[src/rtl/lsync_pkg.sv]
package lsync_pkg;
  typedef enum logic [1:0] {
    ST_IDLE = 2'd0,
    ST_CSYNC = 2'd1,
    ST_ALIGN = 2'd2,
    ST_DATA = 2'd3
  } lsync_state_e;

  localparam logic [7:0] OCT_COMMA    = 8'hBC;
  localparam logic [7:0] OCT_MF_OPEN  = 8'h1C;
  localparam logic [7:0] OCT_MF_CLOSE = 8'h7C;
  localparam logic [7:0] OCT_CFG_MARK = 8'h9C;
endpackage

[src/rtl/lsync_char_class.sv]
module lsync_char_class
  import lsync_pkg::*;
(
  input  logic [7:0] octet,
  input  logic       is_k,
  output logic       comma,
  output logic       mf_open,
  output logic       mf_close,
  output logic       cfg_mark
);
  always_comb begin
    comma    = is_k && (octet == OCT_COMMA);
    mf_open  = is_k && (octet == OCT_MF_OPEN);
    mf_close = is_k && (octet == OCT_MF_CLOSE);
    cfg_mark = is_k && (octet == OCT_CFG_MARK);
  end
endmodule

[src/rtl/lsync_mf_track.sv]
module lsync_mf_track #(
  parameter int F_W  = 9,
  parameter int K_W  = 6,
  parameter int N_MF = 4,
  localparam int POS_W = F_W + K_W,
  localparam int MF_W  = $clog2(N_MF)
) (
  input  logic             clk,
  input  logic             rst_n,
  input  logic [F_W-1:0]   frame_len,
  input  logic [K_W-1:0]   mf_len,
  input  logic             clr,
  input  logic             first,
  input  logic             wrap,
  input  logic             adv,
  output logic [POS_W-1:0] pos,
  output logic [MF_W-1:0]  mf_idx,
  output logic             pos_zero,
  output logic             pos_one,
  output logic             pos_last
);
  logic [POS_W-1:0] pos_q, pos_n, total;
  logic [MF_W-1:0]  mf_q, mf_n;

  always_comb begin
    total = POS_W'(frame_len) * POS_W'(mf_len);
    pos_n = pos_q;
    mf_n  = mf_q;
    if (clr) begin
      pos_n = '0;
      mf_n  = '0;
    end else if (first) begin
      pos_n = POS_W'(1);
      mf_n  = '0;
    end else if (wrap) begin
      pos_n = '0;
      mf_n  = mf_q + 1'b1;
    end else if (adv) begin
      pos_n = pos_q + 1'b1;
    end
  end

  always_ff @(posedge clk or negedge rst_n) begin
    if (!rst_n) begin
      pos_q <= '0;
      mf_q  <= '0;
    end else begin
      pos_q <= pos_n;
      mf_q  <= mf_n;
    end
  end

  assign pos      = pos_q;
  assign mf_idx   = mf_q;
  assign pos_zero = (pos_q == '0);
  assign pos_one  = (pos_q == POS_W'(1));
  assign pos_last = (pos_q == total - POS_W'(1));
endmodule

[src/rtl/lsync_cfg_store.sv]
module lsync_cfg_store #(
  parameter int N_OCT = 14,
  localparam int IDX_W = $clog2(N_OCT)
) (
  input  logic               clk,
  input  logic               rst_n,
  input  logic               wr_en,
  input  logic [IDX_W-1:0]   wr_idx,
  input  logic [7:0]         wr_data,
  output logic [N_OCT*8-1:0] cfg_flat,
  output logic               sum_ok
);
  logic [7:0] oct_q [N_OCT];
  logic [7:0] acc;

  for (genvar g = 0; g < N_OCT; g++) begin : g_oct
    always_ff @(posedge clk or negedge rst_n) begin
      if (!rst_n) begin
        oct_q[g] <= '0;
      end else if (wr_en && (wr_idx == IDX_W'(g))) begin
        oct_q[g] <= wr_data;
      end
    end
    assign cfg_flat[g*8 +: 8] = oct_q[g];
  end

  always_comb begin
    acc = '0;
    for (int i = 0; i < N_OCT - 1; i++) acc = acc + oct_q[i];
  end

  assign sum_ok = (acc == oct_q[N_OCT-1]);
endmodule

[src/rtl/lsync_ctrl.sv]
module lsync_ctrl
  import lsync_pkg::*;
#(
  parameter int F_W      = 9,
  parameter int K_W      = 6,
  parameter int SYNC_RUN = 5,
  parameter int N_MF     = 4,
  parameter int N_OCT    = 14,
  localparam int POS_W = F_W + K_W,
  localparam int MF_W  = $clog2(N_MF),
  localparam int RUN_W = $clog2(SYNC_RUN + 1),
  localparam int IDX_W = $clog2(N_OCT)
) (
  input  logic               clk,
  input  logic               rst_n,
  input  logic [F_W-1:0]     frame_len,
  input  logic [K_W-1:0]     mf_len,
  input  logic               resync,
  input  logic [7:0]         char_octet,
  input  logic               char_k,
  input  logic               disp_err,
  input  logic               nit_err,
  input  logic               lane_err,
  input  logic               frame_err,
  output logic [1:0]         link_state,
  output logic               synced,
  output logic               corr_err,
  output logic               uncorr_err,
  output logic               cfg_valid,
  output logic [N_OCT*8-1:0] cfg_data
);
  lsync_state_e     state_q, state_n;
  logic             sync_q, sync_n, corr_q, corr_n, unc_q, unc_n, cfgv_q, cfgv_n;
  logic             done_q, done_n;
  logic [RUN_W-1:0] run_q, run_n;

  logic comma, mf_open, mf_close, cfg_mark;
  logic trk_clr, trk_first, trk_wrap, trk_adv;
  logic [POS_W-1:0] pos;
  logic [MF_W-1:0]  mf_idx;
  logic pos_zero, pos_one, pos_last;
  logic cfg_we, sum_ok, in_win, fault;
  logic [POS_W-1:0] pos_off;

  lsync_char_class u_class (
    .octet(char_octet), .is_k(char_k), .comma(comma),
    .mf_open(mf_open), .mf_close(mf_close), .cfg_mark(cfg_mark)
  );

  lsync_mf_track #(.F_W(F_W), .K_W(K_W), .N_MF(N_MF)) u_track (
    .clk(clk), .rst_n(rst_n), .frame_len(frame_len), .mf_len(mf_len),
    .clr(trk_clr), .first(trk_first), .wrap(trk_wrap), .adv(trk_adv),
    .pos(pos), .mf_idx(mf_idx), .pos_zero(pos_zero), .pos_one(pos_one),
    .pos_last(pos_last)
  );

  assign pos_off = pos - POS_W'(2);
  assign in_win  = (pos >= POS_W'(2)) && (pos < POS_W'(N_OCT + 2));

  lsync_cfg_store #(.N_OCT(N_OCT)) u_cfg (
    .clk(clk), .rst_n(rst_n), .wr_en(cfg_we), .wr_idx(IDX_W'(pos_off)),
    .wr_data(char_octet), .cfg_flat(cfg_data), .sum_ok(sum_ok)
  );

  always_comb begin
    state_n   = state_q;
    sync_n    = sync_q;
    corr_n    = corr_q;
    unc_n     = unc_q;
    cfgv_n    = cfgv_q;
    run_n     = run_q;
    done_n    = done_q;
    trk_clr   = 1'b0;
    trk_first = 1'b0;
    trk_wrap  = 1'b0;
    trk_adv   = 1'b0;
    cfg_we    = 1'b0;
    fault     = 1'b0;
    if (resync) begin
      state_n = ST_IDLE;
      sync_n  = 1'b0;
      corr_n  = 1'b0;
      unc_n   = 1'b0;
      cfgv_n  = 1'b0;
      run_n   = '0;
      done_n  = 1'b0;
      trk_clr = 1'b1;
    end else begin
      unique case (state_q)
        ST_IDLE: if (comma) begin
          state_n = ST_CSYNC;
          run_n   = RUN_W'(1);
          unc_n   = 1'b0;
        end
        ST_CSYNC: begin
          if (comma) begin
            if (run_q != RUN_W'(SYNC_RUN)) run_n = run_q + 1'b1;
            if (run_q >= RUN_W'(SYNC_RUN - 1)) sync_n = 1'b1;
          end else if (mf_open && sync_q) begin
            state_n   = ST_ALIGN;
            trk_first = 1'b1;
            done_n    = 1'b0;
          end else begin
            run_n  = '0;
            sync_n = 1'b0;
          end
        end
        ST_ALIGN: begin
          if (done_q) begin
            state_n = ST_DATA;
            done_n  = 1'b0;
          end else if (pos_zero) begin
            trk_adv = 1'b1;
            if (!mf_open) fault = 1'b1;
            else if (mf_idx == MF_W'(2)) begin
              if (sum_ok) cfgv_n = 1'b1;
              else fault = 1'b1;
            end
          end else if (pos_last) begin
            if (!mf_close) fault = 1'b1;
            else if (mf_idx == MF_W'(N_MF - 1)) done_n = 1'b1;
            else trk_wrap = 1'b1;
          end else begin
            trk_adv = 1'b1;
            if ((mf_idx == MF_W'(1)) && pos_one && !cfg_mark) fault = 1'b1;
            cfg_we = (mf_idx == MF_W'(1)) && in_win;
          end
          if (fault) begin
            state_n = ST_IDLE;
            sync_n  = 1'b0;
            unc_n   = 1'b1;
            cfgv_n  = 1'b0;
            run_n   = '0;
            done_n  = 1'b0;
            trk_clr = 1'b1;
          end
        end
        ST_DATA: if (disp_err || nit_err || lane_err || frame_err) corr_n = 1'b1;
        default: state_n = ST_IDLE;
      endcase
    end
  end

  always_ff @(posedge clk or negedge rst_n) begin
    if (!rst_n) begin
      state_q <= ST_IDLE;
      sync_q  <= 1'b0;
      corr_q  <= 1'b0;
      unc_q   <= 1'b0;
      cfgv_q  <= 1'b0;
      run_q   <= '0;
      done_q  <= 1'b0;
    end else begin
      state_q <= state_n;
      sync_q  <= sync_n;
      corr_q  <= corr_n;
      unc_q   <= unc_n;
      cfgv_q  <= cfgv_n;
      run_q   <= run_n;
      done_q  <= done_n;
    end
  end

  assign link_state = state_q;
  assign synced     = sync_q;
  assign corr_err   = corr_q;
  assign uncorr_err = unc_q;
  assign cfg_valid  = cfgv_q;
endmodule

[config.mk]
export PLATFORM = sky130hd
export DESIGN_NAME = lsync_ctrl
export DESIGN_NICKNAME = d
export VERILOG_FILES = /design/src/rtl/lsync_pkg.sv /design/src/rtl/lsync_char_class.sv /design/src/rtl/lsync_mf_track.sv /design/src/rtl/lsync_cfg_store.sv /design/src/rtl/lsync_ctrl.sv
export SDC_FILE = /design/constraint.sdc
export NUM_CORES = 1
export LEC_CHECK = 0
export CORE_AREA = 2 2 157 159
export CTS_BUF_LIST = sky130_fd_sc_hd__clkbuf_4 sky130_fd_sc_hd__clkbuf_8
export CTS_CLUSTER_SIZE = 10
export DETAILED_ROUTE_END_ITERATION = 8
export DIE_AREA = 0 0 159 161
export GPL_ROUTABILITY_DRIVEN = 1
export GPL_TIMING_DRIVEN = 0
export PLACE_DENSITY = 0.67
export SYNTH_ARGS = -nofsm -noshare
export SYNTH_HDL_FRONTEND = slang
export SYNTH_SLANG_ARGS = --single-unit
[constraint.sdc]
create_clock -name clk -period 6.7 [get_ports clk]
set_clock_uncertainty 0.2 [all_clocks]
set_input_delay 1.675 -clock clk [delete_from_list [all_inputs] [get_ports clk]]
set_output_delay 1.675 -clock clk [all_outputs]
set_load 0.01 [all_outputs]
==> flow_metrics.env <==
export IMPL_status="finished with violations"
export IMPL_violations="negative setup slack"
export IMPL_netlist_area_sq_um=10700
export IMPL_worstSetupStartpointType="primary input"
export IMPL_switching_share_pct=38.9
export IMPL_timing_reg2reg_setup_slack_ns=0.89
export IMPL_layout_commonest_cell="dfrtp_1"
export IMPL_area_delta_synth_final_pct=34.4
export IMPL_drive_gt1_share_pct=25.2
export IMPL_leakage_nw=6.45
export IMPL_viasPerCell=5.31
export IMPL_cp_arrival_ns=6.86
export IMPL_finalWorstSetupSlack_ns=-0.00465
export IMPL_cts_htree_levels=4
export IMPL_dr_pass1_iters=4
export IMPL_pwr_share_seq_pct=27.6
export IMPL_cp_required_ns=6.86
export IMPL_grt_pass1_vias=8231
export IMPL_drtAntennaViolNets=0
export IMPL_timing_fmax_ghz=0.149
export IMPL_cts_tree="built"
export IMPL_clk_pin_slew_ns=0.09
export IMPL_synth_flop_cell="dfrtp_1"
export IMPL_rows=57
export IMPL_hp_class="flip-flop to flip-flop"
export IMPL_num_vias=7988
export IMPL_drv_slew=0
export IMPL_drc_errors=0
export IMPL_dieArea_sq_um=25600
export IMPL_p_int_w=0.00191
export IMPL_avgSynthCellArea_sq_um=11.1
export IMPL_synthArstFlopShare_pct=100
export IMPL_track_usage_pct=22.8
export IMPL_final_cell_mix="dfrtp_1 (139), clkdlybuf4s50_1 (133), inv_1 (121)"
export IMPL_gp_congestion=0.846
export IMPL_cts_hold_buf=0
export IMPL_grt_pass1_wl_mm=45.7
export IMPL_core_region_area_sq_um=24000
export IMPL_ys_types=64
export IMPL_min_period_over_period_pct=100
export IMPL_maxCapViolations=0
export IMPL_p_per_area_nw_per_um2=218
export IMPL_synth_cells=960
export IMPL_clkPwrFrac_pct=22.6
export IMPL_timing_hold_ws_ns=0.315
export IMPL_initial_utilization_pct=44.5
export IMPL_nets=1360
export IMPL_synth_area_leaders="dfrtp_1 (33%), fa_1 (19%), mux2_2 (12%), ha_1 (7.3%), inv_1 (4.3%)"
export IMPL_worstReg2RegStart="u_cfg.cfg_flat[2]"
export IMPL_setup_worst_path_end="link_state[0]"
export IMPL_ff2ff_path_depth=18
export IMPL_grt_max_degree=81
export IMPL_worstPathMaxFanout=6
export IMPL_cts_buffers=17
export IMPL_die_h_um=161
export IMPL_preCtsSetupSlack_ns=-1.47
export IMPL_cp_startpoint="mf_len[1]"
export IMPL_hold_viol_final=0
export IMPL_slew_headroom_pct=25.8
export IMPL_wl_per_cell_um=19.1
export IMPL_synth_top_area_share_pct=32.6
export IMPL_antenna_cells=0
export IMPL_ys_seq_area_share_pct=32.6
export IMPL_yosysWarnings=0
export IMPL_drt_iter0_markers=523
export IMPL_clock_path_buffers=2
export IMPL_fillers=1979
export IMPL_rsz0062_at_grt="true"
export IMPL_cts_root_buf="clkbuf_8"
export IMPL_layout_min_cycle_time_ns=6.70
export IMPL_ys_ff_latch=139
export IMPL_routed_wl_mm=28.7
export IMPL_switchingPower_w=0.00121
export IMPL_synth_edf_count=0
export IMPL_peakVddDrop_v=0.000182
export IMPL_tightest_slew_ns=1.11
export IMPL_hpwl_mm=20.9
export IMPL_antenna_found_initial=0
export IMPL_combPwrFrac_pct=49.8
export IMPL_end_kind="flip-flop"
export IMPL_synth_top_cell_by_area="dfrtp_1"
export IMPL_grt_overflow_total=0
export IMPL_worstSkewPairLatency_ns=0.47
export IMPL_port_buffers=143
export IMPL_worstSetupPathType="primary input to flip-flop"
export IMPL_fp_dieW_um=159
export IMPL_regToRegEndpoint="uncorr_err"
export IMPL_syn_nets=1152
export IMPL_setup_viol=2
export IMPL_io_pins=149
export IMPL_clock_sinks=139
cell type report:
class                   count  area, sq um  share of cell area, %
multi-input cells         669         7490                   52.3
flip-flops and latches    139         3480                   24.3
repair buffers            190         1910                   13.3
inverters                 122          458                   3.20
well taps                 324          405                   2.83
clock buffers              18          248                   1.73
plain buffers              29          181                   1.27
clock inverters            14          154                   1.07
routing by layer:
layer | vias up | global-route usage, % | wire length (um)
met4 | 0 | 5.21 | 398
met5 | - | 0 | 0
met3 | 25 | 3.65 | 1180
met1 | 4108 | 33.0 | 13400
met2 | 176 | 36.6 | 13700
li1 | 3679 | - | -
power by group through the flow:
| stage | sequential [W] | clock, W | combinational (W) |
|---|---|---|---|
| finish | 0.000861 | 0.000708 | 0.00156 |
| global route | 0.000864 | 0.000752 | 0.00171 |
| global placement | 0.000879 | 0 | 0.00118 |
| detailed placement | 0.000878 | 0 | 0.00120 |
| CTS | 0.000862 | 0.000718 | 0.00141 |
| floorplan | 0.000879 | 0 | 0.000941 |
flip-flops by register name, summed over array words and instances (netlist names):
signal and flops:
done_q 1, cfg_valid 1, uncorr_err 1, u_cfg.cfg_flat 112, synced 1, run_q 3, u_track.mf_idx 2, u_track.pos 15
link_state 2, corr_err 1
logic make-up (layout without fill, tap and decap cells):
group | Yosys count | after routing | synth area share (%)
multiplexers | 119 | 119 | 12.5
XOR/XNOR | 62 | 62 | 5.50
buffers and inverters | 152 | 373 | 5.55
AND/OR/NAND/NOR | 215 | 215 | 10.5
adder cells (fa/ha/maj) | 161 | 161 | 25.9
flip-flops | 139 | 139 | 32.6
AO/OA/AOI/OAI | 112 | 112 | 7.40
what timing repair did:
action | 4_1_cts | 5_1_grt
gates cloned | 1 | 1
endpoints found under the setup margin | 138 | 137
gates resized for setup | 112 | 36
buffers inserted | 38 | 9
pin swaps | 34 | 34
cell usage after synthesis, drive strengths merged (16+ instances only):
library cell / count
xor2: 19
nand2: 58
a21oi: 30
dfrtp: 139
fa: 99
nor2: 32
xnor2: 40
ha: 62
clkbuf: 23
mux2: 112
nand3: 26
and2: 21
nor3: 16
inv: 122
worst max-delay path, stage by stage:
cell and delay [ns]:
clkbuf_16 0.13, nand2_4 0.05, fa_1 0.54, fa_1 0.44
fa_1 0.50, inv_1 0.05, fa_1 0.53, ha_4 0.23
buf_4 0.14, xor2_2 0.16, or3_1 0.37, o41ai_2 0.08
o21ai_1 0.11, or4_4 0.51, or4_4 0.57, a221oi_4 0.35
nor2_2 0.10, o32a_1 0.30
worst min-delay path by stage:
stage | startpoint | to | slack [ns] | cells after the start
after floorplan | done_q | done_q | 0.29 | 2
after global placement | corr_err | corr_err | 0.32 | 2
after detailed placement | corr_err | corr_err | 0.31 | 2
after CTS | corr_err | corr_err | 0.34 | 2
after global routing | corr_err | corr_err | 0.36 | 2
final | corr_err | corr_err | 0.32 | 2
through the flow:
stage / cells / instance area (sq um) / TNS, ns / utilization [%] / power [W]
after floorplan: 960 / 11200 / -9.84 / - / 0.00182
after global placement: 1427 / 13000 / -466.46 / 54.2 / 0.00206
after detailed placement: 1428 / 13000 / -175.67 / 54.3 / 0.00208
after CTS: 1497 / 14100 / -5.31 / 58.7 / 0.00299
after global routing: 1505 / 14300 / -8.74 / 59.8 / 0.00332
final: 1505 / 14300 / -0.00763 / 59.8 / 0.00312
No activity file was read; power rests on OpenSTA's default activity.
